**src/rtl/pmd_pkg.sv**
```systemverilog
package pmd_pkg;

   typedef enum logic [1:0] {
      PMD_ST_NONE = 2'd0,
      PMD_ST_GOOD = 2'd1,
      PMD_ST_BAD  = 2'd2
   } pmd_status_e;

   localparam int unsigned PMD_WORD_W    = 32;
   localparam int unsigned PMD_OPC_W     = 8;
   localparam logic [7:0]  PMD_PFX_OPC   = 8'hFB;
   localparam int unsigned PMD_BIMM_W    = 12;
   localparam int unsigned PMD_BIMM_LSB  = 20;

endpackage

```
**src/rtl/pmd_word_class.sv**
```systemverilog
module pmd_word_class #(
   parameter int unsigned WORD_W   = 32,
   parameter int unsigned OPC_W    = 8,
   parameter logic [OPC_W-1:0] PFX_OPC = 8'hFB,
   parameter int unsigned BIMM_W   = 12,
   parameter int unsigned BIMM_LSB = 20,
   localparam int unsigned PAY_W   = WORD_W - OPC_W
) (
   input  logic [WORD_W-1:0] word,
   output logic              is_pfx,
   output logic [PAY_W-1:0]  payload,
   output logic [BIMM_W-1:0] base_imm
);

   assign is_pfx   = (word[WORD_W-1 -: OPC_W] == PFX_OPC);
   assign payload  = word[PAY_W-1:0];
   assign base_imm = word[BIMM_LSB +: BIMM_W];

endmodule

```
**src/rtl/pmd_chain.sv**
```systemverilog
module pmd_chain
   import pmd_pkg::*;
#(
   parameter int unsigned NUM_WORDS = 3,
   localparam int unsigned CNT_W    = $clog2(NUM_WORDS + 1)
) (
   input  logic                 win_vld,
   input  logic [CNT_W-1:0]     win_words,
   input  logic [NUM_WORDS-1:0] is_pfx,
   output pmd_status_e          status,
   output logic [CNT_W-1:0]     lead_cnt
);

   logic found;

   always_comb begin
      found    = 1'b0;
      lead_cnt = '0;
      for (int i = 0; i < NUM_WORDS; i++) begin
         if (!found && (i < int'(win_words)) && !is_pfx[i]) begin
            found    = 1'b1;
            lead_cnt = CNT_W'(i);
         end
      end
      if (!win_vld)   status = PMD_ST_NONE;
      else if (found) status = PMD_ST_GOOD;
      else            status = PMD_ST_BAD;
   end

endmodule

```
**src/rtl/pmd_imm_merge.sv**
```systemverilog
module pmd_imm_merge #(
   parameter int unsigned NUM_WORDS = 3,
   parameter int unsigned PAY_W     = 24,
   parameter int unsigned BIMM_W    = 12,
   parameter int unsigned IMM_W     = 64,
   localparam int unsigned CNT_W    = $clog2(NUM_WORDS + 1)
) (
   input  logic [NUM_WORDS*PAY_W-1:0]  pay_flat,
   input  logic [NUM_WORDS*BIMM_W-1:0] bimm_flat,
   input  logic [CNT_W-1:0]            lead_cnt,
   output logic [IMM_W-1:0]            imm
);

   logic [IMM_W-1:0] cand [NUM_WORDS];

   for (genvar k = 0; k < NUM_WORDS; k++) begin : g_cand
      localparam int unsigned WK = k * PAY_W + BIMM_W;
      logic [WK-1:0] raw;
      always_comb begin
         raw = '0;
         for (int j = 0; j < k; j++) begin
            raw[WK-1 - j*PAY_W -: PAY_W] = pay_flat[j*PAY_W +: PAY_W];
         end
         raw[BIMM_W-1:0] = bimm_flat[k*BIMM_W +: BIMM_W];
      end
      assign cand[k] = {{(IMM_W-WK){raw[WK-1]}}, raw};
   end

   always_comb begin
      imm = '0;
      for (int k = 0; k < NUM_WORDS; k++) begin
         if (int'(lead_cnt) == k) imm = cand[k];
      end
   end

endmodule

```
**src/rtl/pmd_prefix_merge.sv**
```systemverilog
module pmd_prefix_merge
   import pmd_pkg::*;
#(
   parameter int unsigned NUM_WORDS = 3,
   parameter int unsigned WORD_W    = PMD_WORD_W,
   parameter int unsigned OPC_W     = PMD_OPC_W,
   parameter logic [OPC_W-1:0] PFX_OPC = PMD_PFX_OPC,
   parameter int unsigned BIMM_W    = PMD_BIMM_W,
   parameter int unsigned BIMM_LSB  = PMD_BIMM_LSB,
   parameter int unsigned IMM_W     = 64,
   localparam int unsigned PAY_W    = WORD_W - OPC_W,
   localparam int unsigned CNT_W    = $clog2(NUM_WORDS + 1),
   localparam int unsigned WIN_W    = NUM_WORDS * WORD_W
) (
   input  logic             clk,
   input  logic             rst_n,
   input  logic             win_vld,
   input  logic [CNT_W-1:0] win_words,
   input  logic [WIN_W-1:0] win_data,
   output logic             out_vld,
   output logic             out_illegal,
   output logic [CNT_W-1:0] out_len,
   output logic [CNT_W-1:0] out_pfx_cnt,
   output logic [IMM_W-1:0] out_imm
);

   if (NUM_WORDS < 1) begin : g_bad_words
      $error("pmd_prefix_merge: NUM_WORDS must be at least 1");
   end
   if (OPC_W >= WORD_W) begin : g_bad_opc
      $error("pmd_prefix_merge: OPC_W must be narrower than WORD_W");
   end
   if (BIMM_LSB + BIMM_W > WORD_W) begin : g_bad_bimm
      $error("pmd_prefix_merge: base immediate field exceeds the word");
   end
   if ((NUM_WORDS - 1) * PAY_W + BIMM_W >= IMM_W) begin : g_bad_imm
      $error("pmd_prefix_merge: IMM_W too narrow for the longest bundle");
   end

   logic [NUM_WORDS-1:0]        is_pfx;
   logic [NUM_WORDS*PAY_W-1:0]  pay_flat;
   logic [NUM_WORDS*BIMM_W-1:0] bimm_flat;

   for (genvar w = 0; w < NUM_WORDS; w++) begin : g_word
      pmd_word_class #(
         .WORD_W   (WORD_W),
         .OPC_W    (OPC_W),
         .PFX_OPC  (PFX_OPC),
         .BIMM_W   (BIMM_W),
         .BIMM_LSB (BIMM_LSB)
      ) u_cls (
         .word     (win_data[w*WORD_W +: WORD_W]),
         .is_pfx   (is_pfx[w]),
         .payload  (pay_flat[w*PAY_W +: PAY_W]),
         .base_imm (bimm_flat[w*BIMM_W +: BIMM_W])
      );
   end

   pmd_status_e      status;
   logic [CNT_W-1:0] lead_cnt;
   logic [IMM_W-1:0] imm_c;

   pmd_chain #(
      .NUM_WORDS (NUM_WORDS)
   ) u_chain (
      .win_vld   (win_vld),
      .win_words (win_words),
      .is_pfx    (is_pfx),
      .status    (status),
      .lead_cnt  (lead_cnt)
   );

   pmd_imm_merge #(
      .NUM_WORDS (NUM_WORDS),
      .PAY_W     (PAY_W),
      .BIMM_W    (BIMM_W),
      .IMM_W     (IMM_W)
   ) u_imm (
      .pay_flat  (pay_flat),
      .bimm_flat (bimm_flat),
      .lead_cnt  (lead_cnt),
      .imm       (imm_c)
   );

   always_ff @(posedge clk) begin
      if (!rst_n) begin
         out_vld     <= 1'b0;
         out_illegal <= 1'b0;
         out_len     <= '0;
         out_pfx_cnt <= '0;
         out_imm     <= '0;
      end else begin
         out_vld     <= (status == PMD_ST_GOOD);
         out_illegal <= (status == PMD_ST_BAD);
         if (status == PMD_ST_GOOD) begin
            out_len     <= lead_cnt + CNT_W'(1);
            out_pfx_cnt <= lead_cnt;
            out_imm     <= imm_c;
         end else begin
            out_len     <= '0;
            out_pfx_cnt <= '0;
            out_imm     <= '0;
         end
      end
   end

endmodule

```
**config.mk**
```make
export PLATFORM = sky130hd
export DESIGN_NAME = pmd_prefix_merge
export DESIGN_NICKNAME = d
export VERILOG_FILES = /design/src/rtl/pmd_pkg.sv /design/src/rtl/pmd_word_class.sv /design/src/rtl/pmd_chain.sv /design/src/rtl/pmd_imm_merge.sv /design/src/rtl/pmd_prefix_merge.sv
export SDC_FILE = /design/constraint.sdc
export NUM_CORES = 1
export LEC_CHECK = 0
export BUFFER_PORTS_ARGS = -buffer_cell sky130_fd_sc_hd__buf_2
export CAP_MARGIN = 5
export CORE_ASPECT_RATIO = 0.6
export CORE_MARGIN = 2
export CORE_UTILIZATION = 52
export DETAILED_ROUTE_END_ITERATION = 16
export MAX_ROUTING_LAYER = met4
export PLACE_DENSITY = 0.95
export SYNTH_ARGS = -nofsm -noshare
export SYNTH_HDL_FRONTEND = slang
export SYNTH_HIERARCHICAL = 1
export SYNTH_SLANG_ARGS = --single-unit
```
**constraint.sdc**
```tcl
create_clock -name clk -period 3.5 [get_ports clk]
set_input_delay 0 -clock clk [delete_from_list [all_inputs] [get_ports clk]]
set_output_delay 0 -clock clk [all_outputs]
set_load 0.01 [all_outputs]
```
==> run summary, run 1 <==
Root buffer selected by CTS - sky130_fd_sc_hd__clkbuf_16
Post-route antenna net violation count - 0
Longest Clk Path Bufs - 2
# DRC - 0
Achievable frequency - 0.423 GHz
Total Wirelength - 8.99 mm
TritonCTS clock tree - built
Delay of the slowest cell on the worst path - 0.82 ns
Routed WL per cell - 16.3 um
Drt first pass iters - 4
Clock-pin slew on the worst setup and hold paths - 0.05 ns
Nets in the synthesized netlist - 478
H-tree levels - 3
Count of antenna diodes in the layout - 0
Post-synthesis cell count - 377
Number of endpoints failing setup at the final stage - 0
Initial standard-cell utilization of the core - 0.549
Total negative slack - 0 ns
Sum of net half-perimeters after detailed placement - 5.40 mm
Post-route fraction of the period consumed by the critical path - 0.676
Total congestion overflow - 0
CP startpoint kind - primary input
P per Cell Area - 435 mW/mm2
Placer congestion estimate - 0.877
Worst hold path endpoint - out_imm[55]$_SDFF_PN0_
Die Width - 114 um
Syn avg cell area - 9.93 um2
Maximum fanout count along the critical path - 25
Total Power Consumption - 0.00195 W
Final Hold Fails - 0
Crit. End Element - flop
Slew at the pin closest to its max-slew limit - 0.981 ns
Number of buffers inserted during clock tree synthesis - 9
Rel. slew slack - 0.346
Count of clock tree sinks - 70
Worst setup timing slack at the placement stage - 0.856 ns
Peak ir drop on the vdd network - 0.341 mV
Final net count - 561
RSZ-0062 raised after global routing - no
Run status - finished, final reports clean
Boundary Pins - 171
Number of warnings reported in the yosys synthesis log - 6
Aggregate global-route resource usage - 0.233
Path type of the worst setup path - in2reg
Pin count of the biggest net entering global routing - 70
Mapped Area - 0.00374 mm2
Static leakage - 2.00 nW
Total of max-cap violations - 0
Average vias per placed instance - 5.18
Wire length of the first global-routing pass - 14.0 mm
Kind of cell with the highest combined delay on the critical path - simple AND/OR/NAND/NOR gates
Setup ws final - 1.13 ns
Final core utilization - 0.656
Fraction of final layout cells sized beyond drive strength 1 - 0.398
Fin. max-slew vios - 0
Design Area, Final - 0.00447 mm2
Post-CTS Repair Setup Buffers - 0
Tightest Hold Check Type - in2reg
Die area - 0.00792 mm2
Cells along the critical path - buf_2 > nand4b_1 > nor2_1 > nand2_1 > nor2_4 > mux2i_4 > o2bb2ai_1 > and2_1
Min-Delay Path Depth - 3
Time the worst path needs with I/O delays and setup - 2.37 ns
Buffers & Inverters on Critical Path - 1
Arrival time reported for the critical path endpoint - 2.58 ns
Number of DRC markers in iteration 0 - 168
Min-Delay Startpoint - win_data[19]
Initial antenna violation count - 0
CP required - 3.71 ns
Vias after detailed routing - 2857
Synth-to-Final Area Change - 19.5%
Core box area - 0.00682 mm2
Port-buffer cells - 150
Placed cell area - 0.00380 mm2
Number of global-route vias before repair - 2917
Chip Height - 69.7 um
Cell type of the slowest stage on the worst timing path - sky130_fd_sc_hd__mux2i_4
Standard-cell row count - 23
[layout by cell type, fill, tap and decap left out, drive strengths merged]
| cell | instances |
|---|---|
| nor3 | 1 |
| clkinvlp | 1 |
| xor2 | 1 |
| clkinv | 4 |
| dlygate4sd3 | 37 |
| o2bb2ai | 60 |
| a21boi | 1 |
| and3 | 1 |
| nand2 | 4 |
| bufinv | 1 |
| nor2b | 3 |
| buf | 154 |
| mux2i | 36 |
| and3b | 2 |
| nand4b | 3 |
| o21ai | 1 |
| nor2 | 4 |
| nand4 | 3 |
| dfxtp | 70 |
| and2 | 67 |
| inv | 1 |
| clkbuf | 10 |
[flip-flops by register name, indices dropped and copies added, names as in the netlist]
signal,flops
out_illegal,1
out_imm,64
out_vld,1
out_len,2
out_pfx_cnt,2
[final cells by class]
class                      instances  area, um2
clock buffer                      10        239
multi-input combinational        187       1510
fill                             528       2350
tap                               87        109
sequential                        70       1400
inverter                           1       3.75
timing repair buffer             191       1150
clock inverter                     6       61.3
[power by group]
group	internal, W	switching, W	total [W]
Clock	0.000568	0.000329	0.000897
Sequential	0.000825	0.00000741	0.000833
Combinational	0.000117	0.0000994	0.000217
[how the worst max path moves through the flow]
stage	startpoint	end	slack, ns	depth (start not counted)
6_report	win_data[26]	out_imm[61]$_SDFF_PN0_	1.13	8
5_1_grt	win_data[26]	out_imm[61]$_SDFF_PN0_	1.00	8
4_1_cts	win_data[26]	out_imm[60]$_SDFF_PN0_	1.20	8
3_5_place_dp	win_data[26]	out_imm[60]$_SDFF_PN0_	0.86	8
3_3_place_gp	win_data[26]	out_imm[63]$_SDFF_PN0_	0.98	8
2_1_floorplan	win_data[26]	out_imm[61]$_SDFF_PN0_	1.73	11
[stage by stage]
step                      hold slack, ns  cells
final                             0.0106    552
after global routing              0.0269    552
after CTS                      0.0000643    552
after detailed placement           0.276    499
after global placement             0.248    499
after floorplan                    0.156    377
[layer usage]
metal | vias up | GRT usage | part of all wire
li1 | 1371 | - | -
met1 | 1347 | 0.266 | 0.43
met2 | 122 | 0.389 | 0.48
met3 | 17 | 0.0760 | 0.077
met4 | 0 | 0.0786 | 0.014
met5 | - | - | 0
[timing repair]
action,in CTS,in global routing
gates resized for setup,0,0
endpoints found under the hold margin,37,0
endpoints found under the setup margin,0,0
hold buffers,37,0
Power figures use the tool's default switching activity.
==> run 2: changes to the inputs <==
Settings changed: ABC_AREA set to 1, CORE_UTILIZATION 52 to 44, PLACE_DENSITY 0.95 to 0.88.
Clock period 3.5 ns to 2.15 ns, I/O delays scaled along.
==> run summary, run 2 <==
Rel. slew slack - 0.597
Number of DRC markers in iteration 0 - 232
Longest Clk Path Bufs - 2
Min-Delay Path Depth - 5
Cell type of the slowest stage on the worst timing path - sky130_fd_sc_hd__dlygate4sd3_1
RSZ-0062 raised after global routing - no
H-tree levels - 3
Fin. max-slew vios - 0
Syn avg cell area - 7.10 um2
Cell type with the highest occurrence count on the critical path - sky130_fd_sc_hd__nor2_1
Slew at the pin closest to its max-slew limit - 0.604 ns
Chip Height - 77.2 um
Number of warnings reported in the yosys synthesis log - 6
Number of global-route vias before repair - 3129
Maximum fanout count along the critical path - 2
Final Hold Fails - 0
Number of endpoints failing setup at the final stage - 0
Die area - 0.00972 mm2
Delay of the slowest cell on the worst path - 0.56 ns
Total of max-cap violations - 0
Vias after detailed routing - 3384
Average vias per placed instance - 4.69
Time the worst path needs with I/O delays and setup - 1.86 ns
Sum of net half-perimeters after detailed placement - 6.54 mm
Registers with the most flip-flops - out_imm x64, out_len x2, out_pfx_cnt x2
Boundary Pins - 171
Routed WL per cell - 12.9 um
Commonest cells after routing, fill and taps aside - 150 x sky130_fd_sc_hd__buf_2, 147 x sky130_fd_sc_hd__nand3_1, 85 x sky130_fd_sc_hd__inv_1
Post-route fraction of the period consumed by the critical path - 0.863
Tightest Hold Check Type - in2reg
Placer congestion estimate - 0.950
Pin count of the biggest net entering global routing - 60
TritonCTS clock tree - built
Fraction of final layout cells sized beyond drive strength 1 - 0.339
Static leakage - 2.49 nW
Number of flip-flops under the largest register name - 64
Top register by number of flip-flops - out_imm
Area occupied by registers - 0.00140 mm2
Cells along the critical path - buf_2 > nor2_2 > nand2_1 > nor2_1 > inv_1 > o21ai_0 > nand3_1 > nor2_1 > nand2_1 > dlygate4sd3_1 > nor2_1 > dlygate4sd3_1
Clock-pin slew on the worst setup and hold paths - 0.06 ns
# DRC - 0
Achievable frequency - 0.539 GHz
Total congestion overflow - 0
Total negative slack - 0 ns
CP required - 2.42 ns
PostCTS Resize Cnt - 0
Port-buffer cells - 150
Crit. End Element - flop
Number of buffers inserted during clock tree synthesis - 9
Combined area of the multi-input logic cells - 0.00135 mm2
Nets in the synthesized netlist - 654
CP startpoint kind - primary input
Path type of the worst setup path - in2reg
Run status - finished, final reports clean
Synth-to-Final Area Change - 13.4%
Total Wirelength - 9.33 mm
Root buffer selected by CTS - sky130_fd_sc_hd__clkbuf_16
Setup ws final - 0.295 ns
Final net count - 706
Arrival time reported for the critical path endpoint - 2.13 ns
Most frequent standard cell in the layout excluding fill and tap cells - sky130_fd_sc_hd__buf_2
Count of antenna diodes in the layout - 0
Core box area - 0.00859 mm2
Initial standard-cell utilization of the core - 0.457
Aggregate global-route resource usage - 0.204
Standard-cell row count - 26
Worst setup timing slack at the placement stage - 0.429 ns
Drt first pass iters - 5
Wire length of the first global-routing pass - 15.2 mm
Peak ir drop on the vdd network - 0.488 mV
Count of clock tree sinks - 70
P per Cell Area - 765 mW/mm2
Initial antenna violation count - 0
Post-route antenna net violation count - 0
Die Width - 126 um
Filler cell count - 834
Post-synthesis cell count - 553
Mapped Area - 0.00393 mm2
run 2: area by class of cell:
cell class	instances	area share
Tap cell	112	0.0315
Clock inverter	6	0.0245
Sequential cell	70	0.315
Multi-Input combinational cell	273	0.303
Timing Repair Buffer	164	0.200
Clock buffer	10	0.0537
Inverter	87	0.0734
run 2: per-layer routing:
layer	share of wire	GRT usage
met1	0.45	0.263
met2	0.44	0.305
met3	0.10	0.0719
met4	0.0068	0.0571
met5	0	-
run 2: stage by stage:
| stage | area (um2) | cells | power [W] | hold WS, ns | utilization |
|---|---|---|---|---|---|
| floorplan | 3930 | 553 | 0.00167 | 0.120 | - |
| global placement | 4070 | 703 | 0.00171 | 0.250 | 0.474 |
| detailed placement | 4070 | 703 | 0.00172 | 0.259 | 0.474 |
| CTS | 4450 | 722 | 0.00345 | 0.000774 | 0.518 |
| global route | 4450 | 722 | 0.00356 | 0.0356 | 0.518 |
| finish | 4450 | 722 | 0.00340 | 0.0184 | 0.518 |
run 2: worst paths after layout:
| path | from | slack (ns) | to |
|---|---|---|---|
| max | win_data[26] | 0.29 | out_illegal$_SDFF_PN0_ |
| min | win_data[24] | 0.02 | out_imm[4]$_SDFF_PN0_ |
run 2: timing repair:
action / CTS / global route
endpoints found under the setup margin: 0 / 0
setup buffers: 0 / 0
hold buffers: 3 / 0
hold endpoints to repair: 1 / 0
run 2: power breakdown:
group          total, W  switching, W  internal [W]
clock network   0.00171      0.000549       0.00116
logic          0.000331      0.000191      0.000140
registers       0.00136     0.0000114       0.00135
run 2: worst max-delay path, delay by kind of cell:
family	cells	cell delay, ns
compound gates	1	0.08
buf+inv	4	1.32
simple gates	7	0.74
==> run 3: changes to the inputs <==
Settings changed: PLACE_DENSITY 0.88 to 0.76.
==> run summary, run 3 (synthesis gave the netlist of run 2 again) <==
Number of buffers inserted during clock tree synthesis - 9
Peak ir drop on the vdd network - 0.422 mV
Time the worst path needs with I/O delays and setup - 1.81 ns
Vias after detailed routing - 3473
Wire length of the first global-routing pass - 15.6 mm
Standard-cell row count - 26
Synth-to-Final Area Change - 11.6%
Initial standard-cell utilization of the core - 0.457
Fraction of final layout cells sized beyond drive strength 1 - 0.334
# DRC - 0
Path type of the worst setup path - in2reg
TritonCTS clock tree - built
Cell type of the slowest stage on the worst timing path - sky130_fd_sc_hd__dlygate4sd3_1
Cells along the critical path - buf_2 > nor2_2 > nand2_1 > nor2_1 > inv_1 > o21ai_0 > nand3_1 > nor2_1 > nand2_1 > dlygate4sd3_1 > nor2_1 > dlygate4sd3_1
Placer congestion estimate - 0.865
Root buffer selected by CTS - sky130_fd_sc_hd__clkbuf_16
Delay of the slowest cell on the worst path - 0.55 ns
Arrival time reported for the critical path endpoint - 2.08 ns
Chip Height - 77.2 um
Amount of wire on met2 after detailed routing - 4.17 mm
Rel. slew slack - 0.363
Tightest Hold Check Type - in2reg
Total Power Consumption - 0.00318 W
Critical path capture point - out_illegal$_SDFF_PN0_
P per Cell Area - 726 mW/mm2
Core box area - 0.00859 mm2
Achievable frequency - 0.552 GHz
Maximum fanout count along the critical path - 2
Fraction of power spent switching nets - 0.230
Run status - finished, final reports clean
Internal power - 0.00245 W
Final net count - 704
Static leakage - 2.45 nW
Total Wirelength - 9.67 mm
Detailed route wirelength on metal3 - 990 um
Number of DRC markers in iteration 0 - 190
Slew at the pin closest to its max-slew limit - 0.954 ns
Longest Clk Path Bufs - 2
Critical Path Source - win_data[26]
Sum of net half-perimeters after detailed placement - 6.79 mm
Total of max-cap violations - 0
Top register by number of flip-flops - out_imm
Total congestion overflow - 0
Wire length on met1 - 4.40 mm
Die area - 0.00972 mm2
Fraction of power consumed by combinational cells - 0.104
Fin. max-slew vios - 0
H-tree levels - 3
Highest Signal Layer - met4
Number of global-route vias before repair - 3303
Min Hold Slack - 0.0136 ns
CP required - 2.42 ns
Total negative slack - 0 ns
Drt first pass iters - 6
Post-route fraction of the period consumed by the critical path - 0.843
Net switching power figure - 0.000732 W
Routed WL per cell - 13.4 um
PostCTS Resize Cnt - 0
Most frequent standard cell in the layout excluding fill and tap cells - sky130_fd_sc_hd__buf_2
Average vias per placed instance - 4.82
Crit. End Element - flop
Pin count of the biggest net entering global routing - 61
Commonest cells after routing, fill and taps aside - 150 x sky130_fd_sc_hd__buf_2, 147 x sky130_fd_sc_hd__nand3_1, 85 x sky130_fd_sc_hd__inv_1
Number of flip-flops under the largest register name - 64
CP startpoint kind - primary input
Die Width - 126 um
Clock-pin slew on the worst setup and hold paths - 0.05 ns
Aggregate global-route resource usage - 0.205
RSZ-0062 raised after global routing - no
Number of endpoints failing setup at the final stage - 0
Count of clock tree sinks - 70
Clock share of power - 0.468
Port-buffer cells - 150
Initial antenna violation count - 1
Cell type with the highest occurrence count on the critical path - sky130_fd_sc_hd__nor2_1
Post-route antenna net violation count - 0
Boundary Pins - 171
Sequential fraction of design power - 0.429
Post-CTS Repair Setup Buffers - 0
Registers with the most flip-flops - out_imm x64, out_len x2, out_pfx_cnt x2
Final Hold Fails - 0
-- run 3: power groups by stage --
stage	Sequential, W	Combinational (W)	Clock, W
after floorplan	0.00142	0.000253	0
after global placement	0.00139	0.000320	0
after detailed placement	0.00139	0.000327	0
after CTS	0.00136	0.000331	0.00152
after global routing	0.00137	0.000370	0.00159
final	0.00136	0.000331	0.00149
-- run 3: worst min path at each step --
| stage | startpoint | end | slack (ns) | depth (start not counted) |
|---|---|---|---|---|
| 5_1_grt | win_data[25] | out_imm[5]$_SDFF_PN0_ | 0.04 | 5 |
| 6_report | win_data[25] | out_imm[5]$_SDFF_PN0_ | 0.01 | 5 |
| 3_5_place_dp | rst_n | out_illegal$_SDFF_PN0_ | 0.26 | 3 |
| 4_1_cts | win_data[25] | out_imm[5]$_SDFF_PN0_ | 0.01 | 5 |
| 3_3_place_gp | rst_n | out_illegal$_SDFF_PN0_ | 0.25 | 3 |
| 2_1_floorplan | rst_n | out_illegal$_SDFF_PN0_ | 0.12 | 2 |
-- run 3: per-stage QoR --
step / instances / setup WS, ns / util / area, um2
2_1_floorplan: 553 / 0.599 / - / 3930
3_3_place_gp: 701 / 0.263 / 0.471 / 4050
3_5_place_dp: 701 / 0.206 / 0.471 / 4050
4_1_cts: 720 / 0.332 / 0.510 / 4380
5_1_grt: 721 / 0.130 / 0.510 / 4380
6_report: 721 / 0.337 / 0.510 / 4380
-- run 3: repair_timing --
| item | 4_1_cts | 5_1_grt |
|---|---|---|
| endpoints found under the setup margin | 0 | 0 |
| hold buffers | 3 | 0 |
| endpoints found under the hold margin | 1 | 0 |
-- run 3: final cells by class --
class                           count  area (um2)
Tap cell                          112         140
Sequential cell                    70        1400
Clock inverter                      3        42.5
Multi-Input combinational cell    273        1350
Antenna cell                        1        2.50
Inverter                           87         327
Timing Repair Buffer              162         861
Fill cell                         857        4210
Clock buffer                       13         260
-- run 3: layer usage --
| metal | track usage | vias to the layer above |
|---|---|---|
| met1 | 0.266 | 1539 |
| met4 | 0.0505 | 0 |
| met5 | - | - |
| met3 | 0.0705 | 12 |
| li1 | - | 1717 |
| met2 | 0.310 | 205 |
-- run 3: worst max-delay path: cells and delay by family --
kind | cells | cell delay (ns)
buffers and inverters | 4 | 1.30
AOI/OAI and AO/OA | 1 | 0.07
and+or+nand+nor | 7 | 0.69
